--- src/rtl/usb_ep_evt_pkg.sv ---
package usb_ep_evt_pkg;

    // Control word field positions.
    localparam int unsigned CTRL_STALL_BIT = 0;
    localparam int unsigned CTRL_TYPE_LSB  = 2;
    localparam int unsigned CTRL_TYPE_W    = 2;
    localparam int unsigned CTRL_EN_BIT    = 7;

    // Fixed endpoint type code for a control endpoint.
    localparam logic [CTRL_TYPE_W-1:0] EP_TYPE_CONTROL = '0;

    typedef enum logic [1:0] {
        ST_CLEAR      = 2'd0,
        ST_STALLED    = 2'd1,
        ST_SETUP_HOLD = 2'd2
    } ep0_stall_st_e;

endpackage

--- src/rtl/usb_ep_cmpl_flags.sv ---
module usb_ep_cmpl_flags #(
    parameter int unsigned NUM_EP = 4
) (
    input  logic              clk_i,
    input  logic              rst_ni,
    input  logic [NUM_EP-1:0] set_i,
    input  logic              clr_en_i,
    input  logic [NUM_EP-1:0] clr_mask_i,
    output logic [NUM_EP-1:0] flags_o
);

    logic [NUM_EP-1:0] flag_q;

    for (genvar n = 0; n < NUM_EP; n++) begin : g_flag
        logic flag_d;

        // A set event has priority over a clear in the same cycle.
        always_comb begin
            flag_d = flag_q[n];
            if (clr_en_i && clr_mask_i[n]) begin
                flag_d = 1'b0;
            end
            if (set_i[n]) begin
                flag_d = 1'b1;
            end
        end

        always_ff @(posedge clk_i) begin
            if (!rst_ni) begin
                flag_q[n] <= 1'b0;
            end else begin
                flag_q[n] <= flag_d;
            end
        end
    end

    assign flags_o = flag_q;

endmodule

--- src/rtl/usb_ep0_stall_ctl.sv ---
module usb_ep0_stall_ctl
    import usb_ep_evt_pkg::*;
(
    input  logic clk_i,
    input  logic rst_ni,
    input  logic ctrl_wr_i,
    input  logic ctrl_wr_stall_i,
    input  logic setup_rx_i,
    input  logic setup_pend_i,
    output logic stall_o
);

    ep0_stall_st_e state_q;
    ep0_stall_st_e state_d;

    // Next-state logic.
    always_comb begin
        state_d = state_q;
        unique case (state_q)
            ST_CLEAR: begin
                if (setup_rx_i) begin
                    state_d = ST_SETUP_HOLD;          // setup_flush
                end else if (ctrl_wr_i && ctrl_wr_stall_i) begin
                    state_d = ST_STALLED;             // arm
                end
            end
            ST_STALLED: begin
                if (setup_rx_i) begin
                    state_d = ST_SETUP_HOLD;          // setup_flush
                end else if (ctrl_wr_i && !ctrl_wr_stall_i) begin
                    state_d = ST_CLEAR;               // disarm
                end
            end
            ST_SETUP_HOLD: begin
                if (setup_rx_i) begin
                    state_d = ST_SETUP_HOLD;          // setup_flush again
                end else if (!setup_pend_i) begin
                    state_d = ST_CLEAR;               // release
                end
            end
            default: begin
                state_d = ST_CLEAR;
            end
        endcase
    end

    // State register.
    always_ff @(posedge clk_i) begin
        if (!rst_ni) begin
            state_q <= ST_CLEAR;
        end else begin
            state_q <= state_d;
        end
    end

    // Output decode, taken from the state register only.
    always_comb begin
        stall_o = 1'b0;
        unique case (state_q)
            ST_STALLED:    stall_o = 1'b1;
            ST_CLEAR,
            ST_SETUP_HOLD: stall_o = 1'b0;
            default:       stall_o = 1'b0;
        endcase
    end

endmodule

--- src/rtl/usb_ep_rd_mux.sv ---
module usb_ep_rd_mux
    import usb_ep_evt_pkg::*;
#(
    parameter int unsigned NUM_EP    = 4,
    parameter int unsigned DATA_W    = 32,
    parameter int unsigned ADDR_W    = 4,
    parameter int unsigned CMPL_ADDR = 0,
    parameter int unsigned CTRL_ADDR = 1,
    parameter int unsigned TX_LSB    = 16
) (
    input  logic              clk_i,
    input  logic              rst_ni,
    input  logic [ADDR_W-1:0] addr_i,
    input  logic [NUM_EP-1:0] rx_flags_i,
    input  logic [NUM_EP-1:0] tx_flags_i,
    input  logic              stall_i,
    output logic [DATA_W-1:0] rd_data_o
);

    localparam logic [ADDR_W-1:0] CMPL_A = ADDR_W'(CMPL_ADDR);
    localparam logic [ADDR_W-1:0] CTRL_A = ADDR_W'(CTRL_ADDR);

    logic [DATA_W-1:0] cmpl_word;
    logic [DATA_W-1:0] ctrl_word;
    logic [DATA_W-1:0] rd_d;
    logic [DATA_W-1:0] rd_q;

    always_comb begin
        cmpl_word = '0;
        for (int n = 0; n < int'(NUM_EP); n++) begin
            cmpl_word[n]          = rx_flags_i[n];
            cmpl_word[TX_LSB + n] = tx_flags_i[n];
        end
    end

    always_comb begin
        ctrl_word = '0;
        ctrl_word[CTRL_STALL_BIT] = stall_i;
        ctrl_word[CTRL_TYPE_LSB +: CTRL_TYPE_W] = EP_TYPE_CONTROL;
        ctrl_word[CTRL_EN_BIT] = 1'b1;
    end

    always_comb begin
        if (addr_i == CMPL_A) begin
            rd_d = cmpl_word;
        end else if (addr_i == CTRL_A) begin
            rd_d = ctrl_word;
        end else begin
            rd_d = '0;
        end
    end

    always_ff @(posedge clk_i) begin
        if (!rst_ni) begin
            rd_q <= '0;
        end else begin
            rd_q <= rd_d;
        end
    end

    assign rd_data_o = rd_q;

endmodule

--- src/rtl/usb_ep_evt_regs.sv ---
module usb_ep_evt_regs
    import usb_ep_evt_pkg::*;
#(
    parameter int unsigned NUM_EP    = 4,
    parameter int unsigned DATA_W    = 32,
    parameter int unsigned ADDR_W    = 4,
    parameter int unsigned CMPL_ADDR = 0,
    parameter int unsigned CTRL_ADDR = 1,
    parameter int unsigned TX_LSB    = 16
) (
    input  logic              clk_i,
    input  logic              rst_ni,
    input  logic [ADDR_W-1:0] addr_i,
    input  logic              wr_en_i,
    input  logic [DATA_W-1:0] wr_data_i,
    output logic [DATA_W-1:0] rd_data_o,
    input  logic [NUM_EP-1:0] rx_done_i,
    input  logic [NUM_EP-1:0] tx_done_i,
    input  logic              setup_rx_i,
    input  logic              setup_pend_i,
    output logic              ep0_stall_o
);

    localparam logic [ADDR_W-1:0] CMPL_A = ADDR_W'(CMPL_ADDR);
    localparam logic [ADDR_W-1:0] CTRL_A = ADDR_W'(CTRL_ADDR);

    logic              cmpl_wr;
    logic              ctrl_wr;
    logic [NUM_EP-1:0] cmpl_rx_q;
    logic [NUM_EP-1:0] cmpl_tx_q;
    logic              stall_q;
    logic              unused_wdata;

    assign cmpl_wr = wr_en_i && (addr_i == CMPL_A);
    assign ctrl_wr = wr_en_i && (addr_i == CTRL_A);

    // Write-data bits that no register uses.
    assign unused_wdata = ^wr_data_i;

    usb_ep_cmpl_flags #(
        .NUM_EP (NUM_EP)
    ) u_rx_flags (
        .clk_i      (clk_i),
        .rst_ni     (rst_ni),
        .set_i      (rx_done_i),
        .clr_en_i   (cmpl_wr),
        .clr_mask_i (wr_data_i[NUM_EP-1:0]),
        .flags_o    (cmpl_rx_q)
    );

    usb_ep_cmpl_flags #(
        .NUM_EP (NUM_EP)
    ) u_tx_flags (
        .clk_i      (clk_i),
        .rst_ni     (rst_ni),
        .set_i      (tx_done_i),
        .clr_en_i   (cmpl_wr),
        .clr_mask_i (wr_data_i[TX_LSB +: NUM_EP]),
        .flags_o    (cmpl_tx_q)
    );

    usb_ep0_stall_ctl u_stall (
        .clk_i           (clk_i),
        .rst_ni          (rst_ni),
        .ctrl_wr_i       (ctrl_wr),
        .ctrl_wr_stall_i (wr_data_i[CTRL_STALL_BIT]),
        .setup_rx_i      (setup_rx_i),
        .setup_pend_i    (setup_pend_i),
        .stall_o         (stall_q)
    );

    usb_ep_rd_mux #(
        .NUM_EP    (NUM_EP),
        .DATA_W    (DATA_W),
        .ADDR_W    (ADDR_W),
        .CMPL_ADDR (CMPL_ADDR),
        .CTRL_ADDR (CTRL_ADDR),
        .TX_LSB    (TX_LSB)
    ) u_rd (
        .clk_i      (clk_i),
        .rst_ni     (rst_ni),
        .addr_i     (addr_i),
        .rx_flags_i (cmpl_rx_q),
        .tx_flags_i (cmpl_tx_q),
        .stall_i    (stall_q),
        .rd_data_o  (rd_data_o)
    );

    assign ep0_stall_o = stall_q;

endmodule

--- config.mk ---
export PLATFORM = sky130hd
export DESIGN_NAME = usb_ep_evt_regs
export DESIGN_NICKNAME = d
export VERILOG_FILES = /design/src/rtl/usb_ep_evt_pkg.sv /design/src/rtl/usb_ep_cmpl_flags.sv /design/src/rtl/usb_ep0_stall_ctl.sv /design/src/rtl/usb_ep_rd_mux.sv /design/src/rtl/usb_ep_evt_regs.sv
export SDC_FILE = /design/constraint.sdc
export NUM_CORES = 1
export LEC_CHECK = 0
export CAP_MARGIN = 20
export CORE_UTILIZATION = 29
export DETAILED_ROUTE_END_ITERATION = 6
export PLACE_DENSITY = 0.74
export SLEW_MARGIN = 15
export SYNTH_ARGS = -nofsm -noshare
export SYNTH_HDL_FRONTEND = slang
export SYNTH_SLANG_ARGS = --single-unit
--- constraint.sdc ---
create_clock -name clk_i -period 1.3 [get_ports clk_i]
set_input_delay 0.26 -clock clk_i [delete_from_list [all_inputs] [get_ports clk_i]]
set_output_delay 0.26 -clock clk_i [all_outputs]
set_load 0.05 [all_outputs]
=== Word-level counts from Yosys, hierarchy flattened ===
Index checks and enable logic that the tools add are counted.

* Output and inout bits: 33
* Flip-flop bits (word level): 42
* Logic and storage cells: 69

* Reduce and logical (&&, ||, !) cells: 25
* Muxes and demuxes: 26
* Eq/ne operators: 6
* Bitwise operators: 1

{| class="wikitable"
|+ Operators with widths
! operator !! number
|-
| 20-bit 2-to-1 mux || 1
|-
| 1-bit 2-to-1 mux || 17
|-
| 2-bit nonzero test || 8
|-
| 1-bit logical AND || 12
|-
| 2-bit 2-to-1 mux || 6
|-
| 8-bit 2-to-1 mux || 1
|-
| 3-bit by 2-bit inequality test with 1-bit output (second input constant) || 2
|-
| 2-bit one-hot mux with 3 select lines || 1
|-
| 4-bit by 1-bit equality test with 1-bit output (second input constant) || 1
|-
| 4-bit logical NOT || 1
|-
| 3-bit inequality test (second input constant) || 1
|-
| 3-bit AND reduction || 1
|-
| 2-bit by 1-bit equality test with 1-bit output (second input constant) || 1
|-
| 2-bit equality test (second input constant) || 1
|-
| 2-bit logical NOT || 1
|-
| 2-bit OR reduction || 1
|-
| 1-bit logical NOT || 1
|-
| 1-bit NOT || 1
|}

=== Longest topological paths before layout ===
* Depth in word-level cells: 6
* Gate-level depth with buffers: 5
* Gate-level depth less buffers: 5

=== Cells and area by module ===
Synthesis repeated with hierarchy kept, for this count alone.

* Cell total of the unflattened synthesis: 103
* Area, all modules: 1002.2 um2

{| class="wikitable"
|+ By module, submodules not included
! module !! cells an instance !! times used !! sequential area each (um2) !! area an instance (um2)
|-
| usb_ep_rd_mux || 47 || 1 || 180.2 || 490.5
|-
| usb_ep_cmpl_flags || 16 || 2 || 80.1 || 140.1
|-
| usb_ep0_stall_ctl || 21 || 1 || 40.0 || 181.4
|-
| usb_ep_evt_regs || 3 || 1 || 0.0 || 50.0
|}

=== Least setup slack after synthesis ===
Ideal clock, no wire load.

* Path type: register to register
* Start: reg u_stall.state_q[1]
* End: reg u_stall.state_q[0]
* Slack: -0.253 ns
* Arrival time: 1.468 ns
* Stages on the path, launching flop included: 6
* Period minus slack after synthesis: 1.553 ns
* Setup time: 0.086 ns
* Path through: dfxtp_1 inv_1 ha_1 inv_1 a211o_1 a211oi_1

* Longest elaborated chain between the ends: 3

{| class="wikitable"
|+ RTL lines
! item !! line !! source
|-
| from (decl) || usb_ep0_stall_ctl.sv:13 || <nowiki>ep0_stall_st_e state_q;</nowiki>
|-
| from (signal assigned) || usb_ep0_stall_ctl.sv:52 || <nowiki>state_q <= state_d;</nowiki>
|-
| 2-bit by 1-bit equality test with 1-bit output (tied with other cells) || usb_ep0_stall_ctl.sv:19 || <nowiki>unique case (state_q)</nowiki>
|-
| 3-bit by 2-bit inequality test with 1-bit output (no source line) or 3-bit inequality test (tied branches) || - ||
|-
| 3-bit AND reduction (no source line) || - ||
|}

Several ways; a longest one is shown, not always the timed one.
A chain may end at the register's enable or synchronous reset.

=== Worst setup path after layout ===
* Start: reg u_stall.state_q[1]
* End: out ep0_stall_o

* Longest elaborated chain between the ends: 2

{| class="wikitable"
|+ RTL lines
! item !! line !! source
|-
| 2-bit by 1-bit equality test with 1-bit output || usb_ep0_stall_ctl.sv:59 || <nowiki>unique case (state_q)</nowiki>
|-
| 1-bit 2-to-1 mux || usb_ep0_stall_ctl.sv:59 ||
|-
| to (decl) || usb_ep_evt_regs.sv:21 || <nowiki>output logic ep0_stall_o</nowiki>
|}

Every way passes these cells.

==> results.toml <==
[run_status]
outcome = "finished with violations"
violations = "negative setup slack"

[cells_and_area]
fillers = 311
fin_util_pct = 47.0
antenna_cells = 0
layout-drive-gt1-share_pct = 29.8
multi_input_area_um2 = 510
area_growth_syn_to_layout_pct = 54.8
seq_area_um2 = 385
final_net_count = 205

[grt]
grt_overflow = 0
track_usage_pct = 12.2
grt_pass1_vias = 749
antenna_found_initial = 0
grt_max_degree = 17
grt_pass1_wl_um = 3310

[worst_hold_path]
min_from = "u_rx_flags.flags_o[3]$_SDFFE_PN0P_"
min_path_type = "reg2reg"

[die]
start_util_pct = 30.4
fp-row-count = 21
die_w_um = 61.1
die_area_mm2 = 0.00374
core_area_mm2 = 0.00334
io-pin-count = 82
die_h_um = 61.1

[setup_path]
cp_max_fo = 3
start_kind = "register"
critical_path.slowest_cell = "dfxtp_2"
cp_data_required_time_ps = 1040
end_kind = "primary output"
worstSetupPathType = "reg2out"
cpPeakStageDelay_ps = 350
worstPathArrival_ps = 1100
r2r-start = "u_stall.state_q[0]$_SDFFE_PN0P_"
cp_cell_sequence = "inv_2, ha_4, buf_6, buf_12"
crit_start = "u_stall.state_q[1]$_SDFFE_PN0P_"

[timing]
fmax_mhz = 734
worst_slack_ps = -62.1
layout_min_cycle_time_ps = 1360
rsz0062_at_grt = "true"
fin_skew_ps = 2.50
hold_violations = 0
setup_violations = 3
slew_violations = 0
final.period_utilization_pct = 105

[placement]
gp_congestion = 0.787
dp_worst_setup_slack_ps = -407
place_hpwl_um = 1590
port_buffers = 34

[drt]
ant_nets = 0
vias = 823
wl_per_cell_um = 10.6
drt_first_pass_iters = 3
vias_per_cell = 4.18
wirelength_um = 2090
first_iter_violations = 20
drcViolationCount = 0

[power]
p_leak_nw = 0.690
peakVddDrop_mv = 0.300
power_density_mw_per_mm2 = 863
power.total_mw = 1.35

[clocking]
cts_tree = "built"
numCtsBuffers = 3
path_clk_slew_ps = 100
clk_latency_ps = 280
clockBufferDepth = 2
ctsHoldBuffers = 0
htree_num_levels = 1
root_buffer = "clkbuf_4"
cts_sinks = 19

[yosys]
seq_area_frac_synth_pct = 37.5
synth_cells = 105
syn_area_per_cell_um2 = 9.65
syn_area_mm2 = 0.00101
ys_ff_latch = 19
synth_warnings = 0
synth_cell_types = 28

[flow_run]
maxCapViolCount = 0
cells by family after synthesis:
kind of cell / after synthesis / share of synthesized area (%)
simple gates: 16 / 13.3
compound gates: 25 / 18.1
fa+ha+maj: 4 / 4.94
mux: 1 / 0.988
other cells: 1 / 0.370
flops: 19 / 37.5
buf+inv: 39 / 24.7
cell usage after synthesis, drive strengths merged:
cell type   n  area, um2
a211o       1       8.76
a211oi      2       15.0
a22o        1       8.76
a311oi      1       8.76
a31oi       9       56.3
a32o        1       10.0
a41oi       1       8.76
and2        1       6.26
and3        8       57.6
buf        24        184
clkbuf      3       21.3
conb        1       3.75
dfxtp      19        380
ha          4       50.1
inv        12       45.0
mux2i       1       10.0
nand2       1       3.75
nand2b      1       6.26
nand3       1       5.00
nor2        1       3.75
nor3b       1       7.51
nor4        1       21.3
nor4b       1       23.8
o21a        8       60.1
o21bai      1       7.51
power breakdown:
| group | internal [mW] | switching, mW | leakage, nW |
|---|---|---|---|
| Sequential | 0.608 | 0.0153 | 0.157 |
| Combinational | 0.173 | 0.275 | 0.518 |
| Clock | 0.119 | 0.163 | 0.0150 |
| Total | 0.900 | 0.454 | 0.690 |
layer usage:
layer  wire [um]  track usage, %  up-vias
met4          40            7.47        0
met1         904            14.1      376
met2        1030            20.3       32
li1            -               -      411
met5           0               0        -
met3         116            2.73        4
worst max-delay path: cells and delay by family, from the launching register on:
| family | cells | cell delay, ps |
|---|---|---|
| flops | 1 | 350 |
| fa+ha+maj | 1 | 160 |
| buf+inv | 3 | 310 |
timing repair:
item                                    4_1_cts  5_1_grt
endpoints found under the setup margin       11        3
buffers inserted                              4        0
cloned                                        0        0
pin swaps                                     4        2
gates resized for setup                      18        1
worst paths after layout:
kind | to | slack [ps] | cells after the start
max | ep0_stall_o | -60 | 4
max reg2reg | u_stall.state_q[0]$_SDFFE_PN0P_ | -20 | 5
min | u_rd.rd_data_o[3]$_SDFF_PN0_ | 480 | 1
min reg2reg | u_rd.rd_data_o[3]$_SDFF_PN0_ | 480 | 1
registers in the layout (all words and copies together) (netlist names):
register	flops
u_rd.rd_data_o	9
u_tx_flags.flags_o	4
u_rx_flags.flags_o	4
u_stall.state_q	2
cell usage in the layout, fill, tap and decap left out, types with 2 or more instances in the layout:
cell type        Yosys  final
clkbuf_4             0      3
buf_12               0     10
inv_2                0      2
a211oi_2             0      2
dfxtp_1             19     17
buf_4               23     10
inv_1               12     10
and3_2               6      6
ha_2                 0      2
dlygate4sd2_1        0      4
o21a_1               8      8
and3_1               2      2
clkdlybuf4s50_1      0     20
buf_6                1      3
a31oi_1              9      9
conb_1               1     23
stage by stage:
stage	cell area (um2)	hold slack, ps	std cells	setup TNS [ps]
floorplan	1100	384	127	-79.2
global placement	1460	461	189	-5290
detailed placement	1460	463	189	-5830
CTS	1570	482	197	-104
global route	1570	505	197	-271
finish	1570	480	197	-102
cell type report:
class | count | area share, %
Clock buffer | 4 | 1.67
Inverter | 12 | 2.87
Multi-Input combinational cell | 69 | 32.5
Sequential cell | 19 | 24.6
Tap cell | 46 | 3.67
Timing Repair Buffer | 47 | 34.7
(Power assumes the default switching activity.)
